[src/rtl/xbus_master.sv]
module xbus_master (
  input  logic        clk,
  input  logic        rst_n,
  input  logic        cfg_dw16,
  input  logic [1:0]  cfg_aw,
  input  logic        cfg_wait_en,
  input  logic [1:0]  cfg_wait,
  input  logic        req,
  input  logic        we,
  input  logic        word,
  input  logic [20:0] addr,
  input  logic [15:0] wdata,
  output logic        ack,
  output logic [15:0] rdata,
  input  logic        bus_dis,
  output logic [19:0] own_mask,
  output logic        ale,
  output logic        oe_n,
  output logic        wr_n,
  output logic        ub_n,
  output logic        lb_n,
  output logic        ba0,
  output logic [19:0] pad_o,
  output logic [19:0] pad_oe,
  input  logic [19:0] pad_i,
  input  logic [19:0] gp_out,
  input  logic [19:0] gp_oe,
  output logic [19:0] gp_in
);

  typedef enum logic [1:0] {S_IDLE, S_ADDR, S_DATA} st_t;

  st_t         st;
  logic [1:0]  cnt;
  logic        dw16_q;
  logic [1:0]  aw_q, nw_q;
  logic        we_q, word_q;
  logic [20:0] addr_q;
  logic [15:0] wdata_q;

  always_ff @(posedge clk) begin
    if (!rst_n) begin
      dw16_q <= cfg_dw16;
      aw_q   <= cfg_aw;
      nw_q   <= cfg_wait_en ? cfg_wait : 2'd0;
      st     <= S_IDLE;
      cnt    <= 2'd0;
    end else begin
      case (st)
        S_IDLE: if (req) st <= S_ADDR;
        S_ADDR: begin
          st  <= S_DATA;
          cnt <= nw_q;
        end
        S_DATA: begin
          if (cnt == 2'd0) st <= S_IDLE;
          else cnt <= cnt - 2'd1;
        end
        default: st <= S_IDLE;
      endcase
    end
  end

  always_ff @(posedge clk) begin
    if (st == S_IDLE && req) begin
      we_q    <= we;
      word_q  <= word;
      addr_q  <= addr;
      wdata_q <= wdata;
    end
  end

  always_comb begin
    case (aw_q)
      2'b11:   own_mask = 20'hFFFFF;
      2'b10:   own_mask = 20'h0FFFF;
      2'b01:   own_mask = 20'h00FFF;
      default: own_mask = 20'h000FF;
    endcase
  end

  logic        busy, in_data;
  logic [19:0] dmask, laned, bus_o, bus_oe, sel_gp;

  assign busy    = (st != S_IDLE);
  assign in_data = (st == S_DATA);
  assign dmask   = {4'h0, own_mask[15:8] & {8{dw16_q}}, own_mask[7:0]};
  assign laned   = {4'h0, (dw16_q && word_q) ? wdata_q : {wdata_q[7:0], wdata_q[7:0]}};

  always_comb begin
    bus_o  = 20'h0;
    bus_oe = 20'h0;
    if (st == S_ADDR) begin
      bus_o  = addr_q[20:1];
      bus_oe = 20'hFFFFF;
    end else if (in_data) begin
      bus_o  = (dmask & laned) | (~dmask & addr_q[20:1]);
      bus_oe = we_q ? 20'hFFFFF : ~dmask;
    end
  end

  assign sel_gp = ~own_mask | {20{~busy & bus_dis}};
  assign pad_o  = (sel_gp & gp_out) | (~sel_gp & bus_o);
  assign pad_oe = (sel_gp & gp_oe)  | (~sel_gp & bus_oe);
  assign gp_in  = pad_i;

  assign ale  = (st == S_ADDR);
  assign ack  = in_data && (cnt == 2'd0);
  assign oe_n = !(in_data && !we_q);
  assign wr_n = !(in_data && we_q);
  assign ba0  = busy && addr_q[0];
  assign ub_n = !(in_data && dw16_q && (word_q || addr_q[0]));
  assign lb_n = !(in_data && (!dw16_q || word_q || !addr_q[0]));

  always_comb begin
    if (!dw16_q)     rdata = {8'h0, pad_i[7:0]};
    else if (word_q) rdata = pad_i[15:0] & dmask[15:0];
    else if (addr_q[0]) rdata = {8'h0, pad_i[15:8] & dmask[15:8]};
    else             rdata = {8'h0, pad_i[7:0]};
  end

  p_ale_single_r3: assert property (@(posedge clk) disable iff (!rst_n)
    ale |=> !ale);
  p_strobe_excl_r6: assert property (@(posedge clk) disable iff (!rst_n)
    !(!oe_n && !wr_n));
  p_ack_in_data_r4: assert property (@(posedge clk) disable iff (!rst_n)
    ack |-> (!oe_n || !wr_n));
  p_ack_pulse_r4: assert property (@(posedge clk) disable iff (!rst_n)
    ack |=> !ack);
  p_hi_addr_hold_r7: assert property (@(posedge clk) disable iff (!rst_n)
    (own_mask[19] && (!oe_n || !wr_n)) |-> $stable(pad_o[19:16]));
  p_idle_float_r10: assert property (@(posedge clk) disable iff (!rst_n)
    (oe_n && wr_n && !ale && !bus_dis) |-> ((pad_oe & own_mask) == 20'h0));
  p_cfg_frozen_r2: assert property (@(posedge clk) disable iff (!rst_n)
    $past(rst_n) |-> $stable(own_mask));

endmodule

[config.mk]
export PLATFORM = sky130hd
export DESIGN_NAME = xbus_master
export DESIGN_NICKNAME = d
export VERILOG_FILES = /design/src/rtl/xbus_master.sv
export SDC_FILE = /design/constraint.sdc
export NUM_CORES = 1
export LEC_CHECK = 0
export ABC_AREA = 1
export BUFFER_PORTS_ARGS = -buffer_cell sky130_fd_sc_hd__buf_2
export CORE_MARGIN = 2
export CORE_UTILIZATION = 40
export CTS_BUF_LIST = sky130_fd_sc_hd__clkbuf_16
export DETAILED_ROUTE_END_ITERATION = 8
export GPL_TIMING_DRIVEN = 1
export PLACE_DENSITY = 0.78
export SYNTH_ARGS = -nofsm -noshare
export SYNTH_HDL_FRONTEND = slang
export SYNTH_SLANG_ARGS = --single-unit
export TNS_END_PERCENT = 30
[constraint.sdc]
create_clock -name clk -period 4.8 [get_ports clk]
set_input_delay 0.48 -clock clk [delete_from_list [all_inputs] [get_ports clk]]
set_output_delay 0.48 -clock clk [all_outputs]
set_load 0.01 [all_outputs]
After elaboration in Yosys (flattened, before gate mapping)
Cells that the tools add are included.

word-level totals
  input bits = 109
  register bits after elaboration = 48
  logic and storage cells = 76
  output and inout bits = 103

cells by class
  bitwise logic cells = 18
  equal/unequal tests = 8
  multiplexer cells = 15
  add/sub/neg operators = 1
  reduce and logical (&&, ||, !) cells = 25

operators by type and width
  operator              count
  $and A20 B20 Y20      5
  $mux W20              5
  $or A20 B20 Y20       3
  $pmux W20 S3          1
  $mux W16              3
  $not A20 Y20          2
  $and A16 B16 Y16      2
  $not A16 Y20          1
  $or A16 B20 Y20       1
  $and A8 B8 Y8         2
  $logic_and A1 B1 Y1   9
  $mux W8               1
  $logic_not A1 Y1      7
  $eq A2 B2 Y1 const B  3
  $mux W2               3
  $pmux W2 S3           1
  $eq A2 B1 Y1 const B  2
  $logic_not A2 Y1      2
  $ne A2 B2 Y1 const B  2
  $pmux W2 S2           1
  $reduce_and A2 Y1     2
  $reduce_bool A2 Y1    2
  $logic_or A1 B1 Y1    3
  $ne A2 B1 Y1 const B  1
  3 further kinds       3

Depth between registers and ports, before layout
  depth in word-level cells = 10
  gate-level depth with buffers = 9
  gate-level depth less buffers = 8

Worst setup path before layout
Ideal clock, no wire load.

  kind = register to output
  from = reg st[1]
  to = out pad_o[11]
  required time = 4320 ps
  buffers on the path = 1
  stages on the path, launching flop included = 8
  arrival = 1403 ps
  path slack = 2917 ps
  path through = dfxtp_1 -> inv_1 -> ha_1 -> buf_2 -> nor3_1 -> nand2_1 -> nand3_1 -> nand2_1

between the ends
  elaborated cells between the ends (all ways) = 12
  classes of those cells = 2 x eq/ne; 2 x mux; 7 x bitwise; 1 x reduce/logical

RTL lines
  element                 RTL line  source
  from (decl)             33        st_t st;
  from (signal assigned)  46        st <= S_IDLE;
  from (signal assigned)  50        S_IDLE: if (req) st <= S_ADDR;
  from (signal assigned)  52        st <= S_DATA;
  $eq A2 B1 Y1            --
  via ale                 17        output logic ale,
  $mux W20                93        if (st == S_ADDR) begin
  $and A20 B20 Y20        103       assign pad_o = (sel_gp & gp_out) | (~sel_gp & bus_o);
  $or A20 B20 Y20         103
  to (decl)               23        output logic [19:0] pad_o,

The timed path passes the listed nets, and every way through them passes these cells.

Worst setup path in the final report
  from = reg st[0]
  to = out pad_oe[17]

between the ends
  cells in the longest elaborated chain, start to end = 7
  elaborated cells between the ends (all ways) = 12
  classes of those cells = 2 x eq/ne; 2 x mux; 7 x bitwise; 1 x reduce/logical

RTL lines
  element              RTL line  source
  $reduce_bool A2 Y1   85        assign busy = (st != S_IDLE);
  $not A1 Y1           102       assign sel_gp = ~own_mask | {20{~busy & bus_dis}};
  $and A1 B1 Y1        102
  $or A20 B20 Y20      102
  $not A20 Y20         104       assign pad_oe = (sel_gp & gp_oe) | (~sel_gp & bus_oe);
  $and A20 B20 Y20     104
  $or A20 B20 Y20 (*)  104
  to (decl)            24        output logic [19:0] pad_oe,

Every way passes the cells marked *; elsewhere a longest branch is shown, timed or not.

==> impl_metrics.json <==
{
  "fp-row-count": 31,
  "tightest_slew_ns": 0.697,
  "cp-startpoint": "st[0]",
  "cts_buffers": 5,
  "grt.overflow.total": 0,
  "synth_top_area_share_pct": 45.3,
  "vias_per_cell": 4.61,
  "fillers": 690,
  "p_sw_uw": 787,
  "gp_congestion": 0.792,
  "io_pins": 212,
  "coreArea_mm2": 0.00718,
  "reg2regPathDepth": 7,
  "grt_use_total_pct": 19.2,
  "p_comb_share_pct": 49.4,
  "layout_commonest_cell": "buf_2",
  "ys_seq_area_share_pct": 48.0,
  "fin_nets": 638,
  "synth.avg_cell_area_um2": 8.06,
  "clockRootBuffer": "clkbuf_16",
  "h-tree-depth": 2,
  "critPathCaptureType": "output port",
  "ant_nets": 0,
  "start_util_pct": 40.7,
  "status": "completed",
  "vias": 2870,
  "grt_max_degree": 40,
  "max-vdd-ir-drop_uv": 253,
  "cap_violations": 0,
  "final_cells": 623,
  "power_frac_seq_pct": 33.1,
  "wl_per_cell_um": 13.1,
  "powerDensity_mw_per_mm2": 489,
  "rsz0062_at_grt": "no",
  "path_clk_slew_ns": 0.06,
  "finalCritPeriodShare_pct": 66.7,
  "antenna_found_initial": 0,
  "leakage_nw": 2.07,
  "intPower_mw": 1.10,
  "finalSetupViolCount": 0,
  "critPathRequiredTime_ns": 4.32,
  "path_delay_family": "simple AND/OR/NAND/NOR gates",
  "postCtsSetupRepairBufs": 0,
  "crit_path_end": "pad_oe[17]",
  "n_antenna_cell": 0,
  "rrSetupSlack_ns": 2.95,
  "grt_pass1_wl_um": 11600,
  "syn_inst": 362,
  "timing.critical_path.mode_cell": "nand2_1",
  "reg2reg_to": "cnt[1]",
  "die_w_um": 89.4,
  "multi_input_area_mm2": 0.00106,
  "relSlewSlack_pct": 53.4,
  "seqCellArea_mm2": 0.00140,
  "wl_um": 8130,
  "cp_slowest_stage_delay_ns": 0.53,
  "finalCriticalPeriod_ns": 3.20,
  "drt-initial-drc-count": 99,
  "drive_above_1_share_pct": 40.6,
  "fmax_ghz": 0.312,
  "cp_num_cells": 8,
  "crit_fanout": 20,
  "yosys-top-cells-area": "edfxtp_1 (45%), nand2_1 (15%), buf_4 (10%), inv_1 (4.6%), nand3_1 (4.5%)",
  "hpwl_um": 6380,
  "clock_skew_ns": 0.00488,
  "synth_cell_types": 23,
  "cts_resized": 0,
  "hold_viol": 0,
  "cts_buffer_depth": 2,
  "yosys_register_bits": 48,
  "dp_cells": 616,
  "route.detailed.drc": 0,
  "cp_cell_sequence": "inv_1, ha_1, nand2_1, inv_1, nor2_1, nand2_1, nand2_1, buf_2",
  "die_h_um": 89.4,
  "whs_ns": 0.368,
  "slowest_stage": "nand2_1",
  "firstDrtPassIters": 6,
  "setup.worst_path.start_class": "register",
  "areaGrowthSynthToFinish_pct": 31.7,
  "cts_tree": "yes",
  "final_cell_mix": "buf_2 (195), nand2_1 (113), edfxtp_1 (44)",
  "clkPwrFrac_pct": 17.5,
  "die_area_mm2": 0.00800,
  "p_sw_share_pct": 41.8,
  "path_buf_inv": 3,
  "path_class": "reg -> out",
  "grt_pass1_vias": 2603,
  "cts_hold_buffers": 0,
  "holdCritPathClass": "in -> reg",
  "port_buffers": 195,
  "arrival_ns": 2.72,
  "holdPathStages": 1,
  "r2r-start": "st[0]",
  "synth_top_cell_by_area": "edfxtp_1",
  "clock_latency_ns": 0.28,
  "syn_area_mm2": 0.00292,
  "clock_sinks": 48,
  "utilization_pct": 53.6,
  "tns_ns": 0,
  "drv_slew": 0,
  "synth_warnings": 0
}
## power by group through the flow
stage	Combinational [mW]	Sequential, mW	Clock, mW
2_1_floorplan	0.602	0.619	0
3_5_place_dp	0.928	0.631	0
3_3_place_gp	0.899	0.627	0
5_1_grt	1.04	0.633	0.361
4_1_cts	0.934	0.623	0.347
6_report	0.929	0.623	0.330
## flip-flops by register name (all words and copies together) (netlist names)
name     count
aw_q         2
cnt          2
nw_q         2
st           2
dw16_q       1
we_q         1
wdata_q     16
addr_q      21
word_q       1
## per-layer routing
| layer | track usage [%] | vias up | routed length, um |
|---|---|---|---|
| met5 | 0 | - | 0 |
| met4 | 5.97 | 0 | 97 |
| met3 | 4.06 | 12 | 535 |
| met1 | 22.9 | 1280 | 3320 |
| met2 | 34.3 | 130 | 4180 |
| li1 | - | 1448 | - |
## cell type report
type	instances	share of cell area [%]
Inverter	38	3.71
Timing Repair Buffer	196	25.6
Clock inverter	2	0.325
Clock buffer	5	3.25
Tap cell	99	3.22
Multi-Input combinational cell	235	27.5
Sequential cell	48	36.4
## cell families after synthesis
family,after synthesis,synth area share (%)
buffers and inverters,86,16.7
AOI/OAI and AO/OA,38,7.20
adders and majority gates,5,2.14
and+or+nand+nor,184,25.8
DFF,48,48.0
other,1,0.128
## worst reg2reg max path: stages, from the launching register on
cell     delay, ns
dfxtp_1       0.33
inv_1         0.11
ha_1          0.59
nor2_1        0.26
nor2_1        0.23
inv_1         0.07
nor2_1        0.09
nor2_1        0.05
## cells in the mapped netlist
| cell type | instances |
|---|---|
| nand3_1 | 26 |
| dfxtp_1 | 4 |
| conb_1 | 1 |
| ha_1 | 5 |
| edfxtp_1 | 44 |
| clkinv_1 | 2 |
| o21ai_0 | 24 |
| nor2_1 | 31 |
| o211ai_1 | 1 |
| a21oi_1 | 2 |
| nand2_1 | 113 |
| o31ai_1 | 3 |
| nand2_2 | 3 |
| nor2_2 | 1 |
| buf_6 | 1 |
| inv_1 | 36 |
| dlygate4sd1_1 | 1 |
| or2_2 | 6 |
| clkbuf_1 | 2 |
| nor3_1 | 4 |
| a31oi_1 | 8 |
| buf_2 | 5 |
| buf_4 | 39 |
## per-stage QoR
stage | setup slack [ns] | power, mW | instance area, um^2
final | 1.60 | 1.88 | 3840
after global routing | 1.28 | 2.03 | 3840
after detailed placement | 1.89 | 1.56 | 3710
after CTS | 1.58 | 1.90 | 3840
after global placement | 2.08 | 1.53 | 3710
after floorplan | 2.92 | 1.22 | 2950
## worst min path at each step
stage / startpoint / slack, ns / to
floorplan: cnt[1] / 0.48 / cnt[1]
global placement: st[1] / 0.49 / st[1]
detailed placement: cnt[1] / 0.51 / cnt[1]
CTS: addr[3] / 0.36 / addr_q[3]
global route: addr[4] / 0.36 / addr_q[4]
finish: addr[2] / 0.37 / addr_q[2]
(Power assumes the default switching activity.)
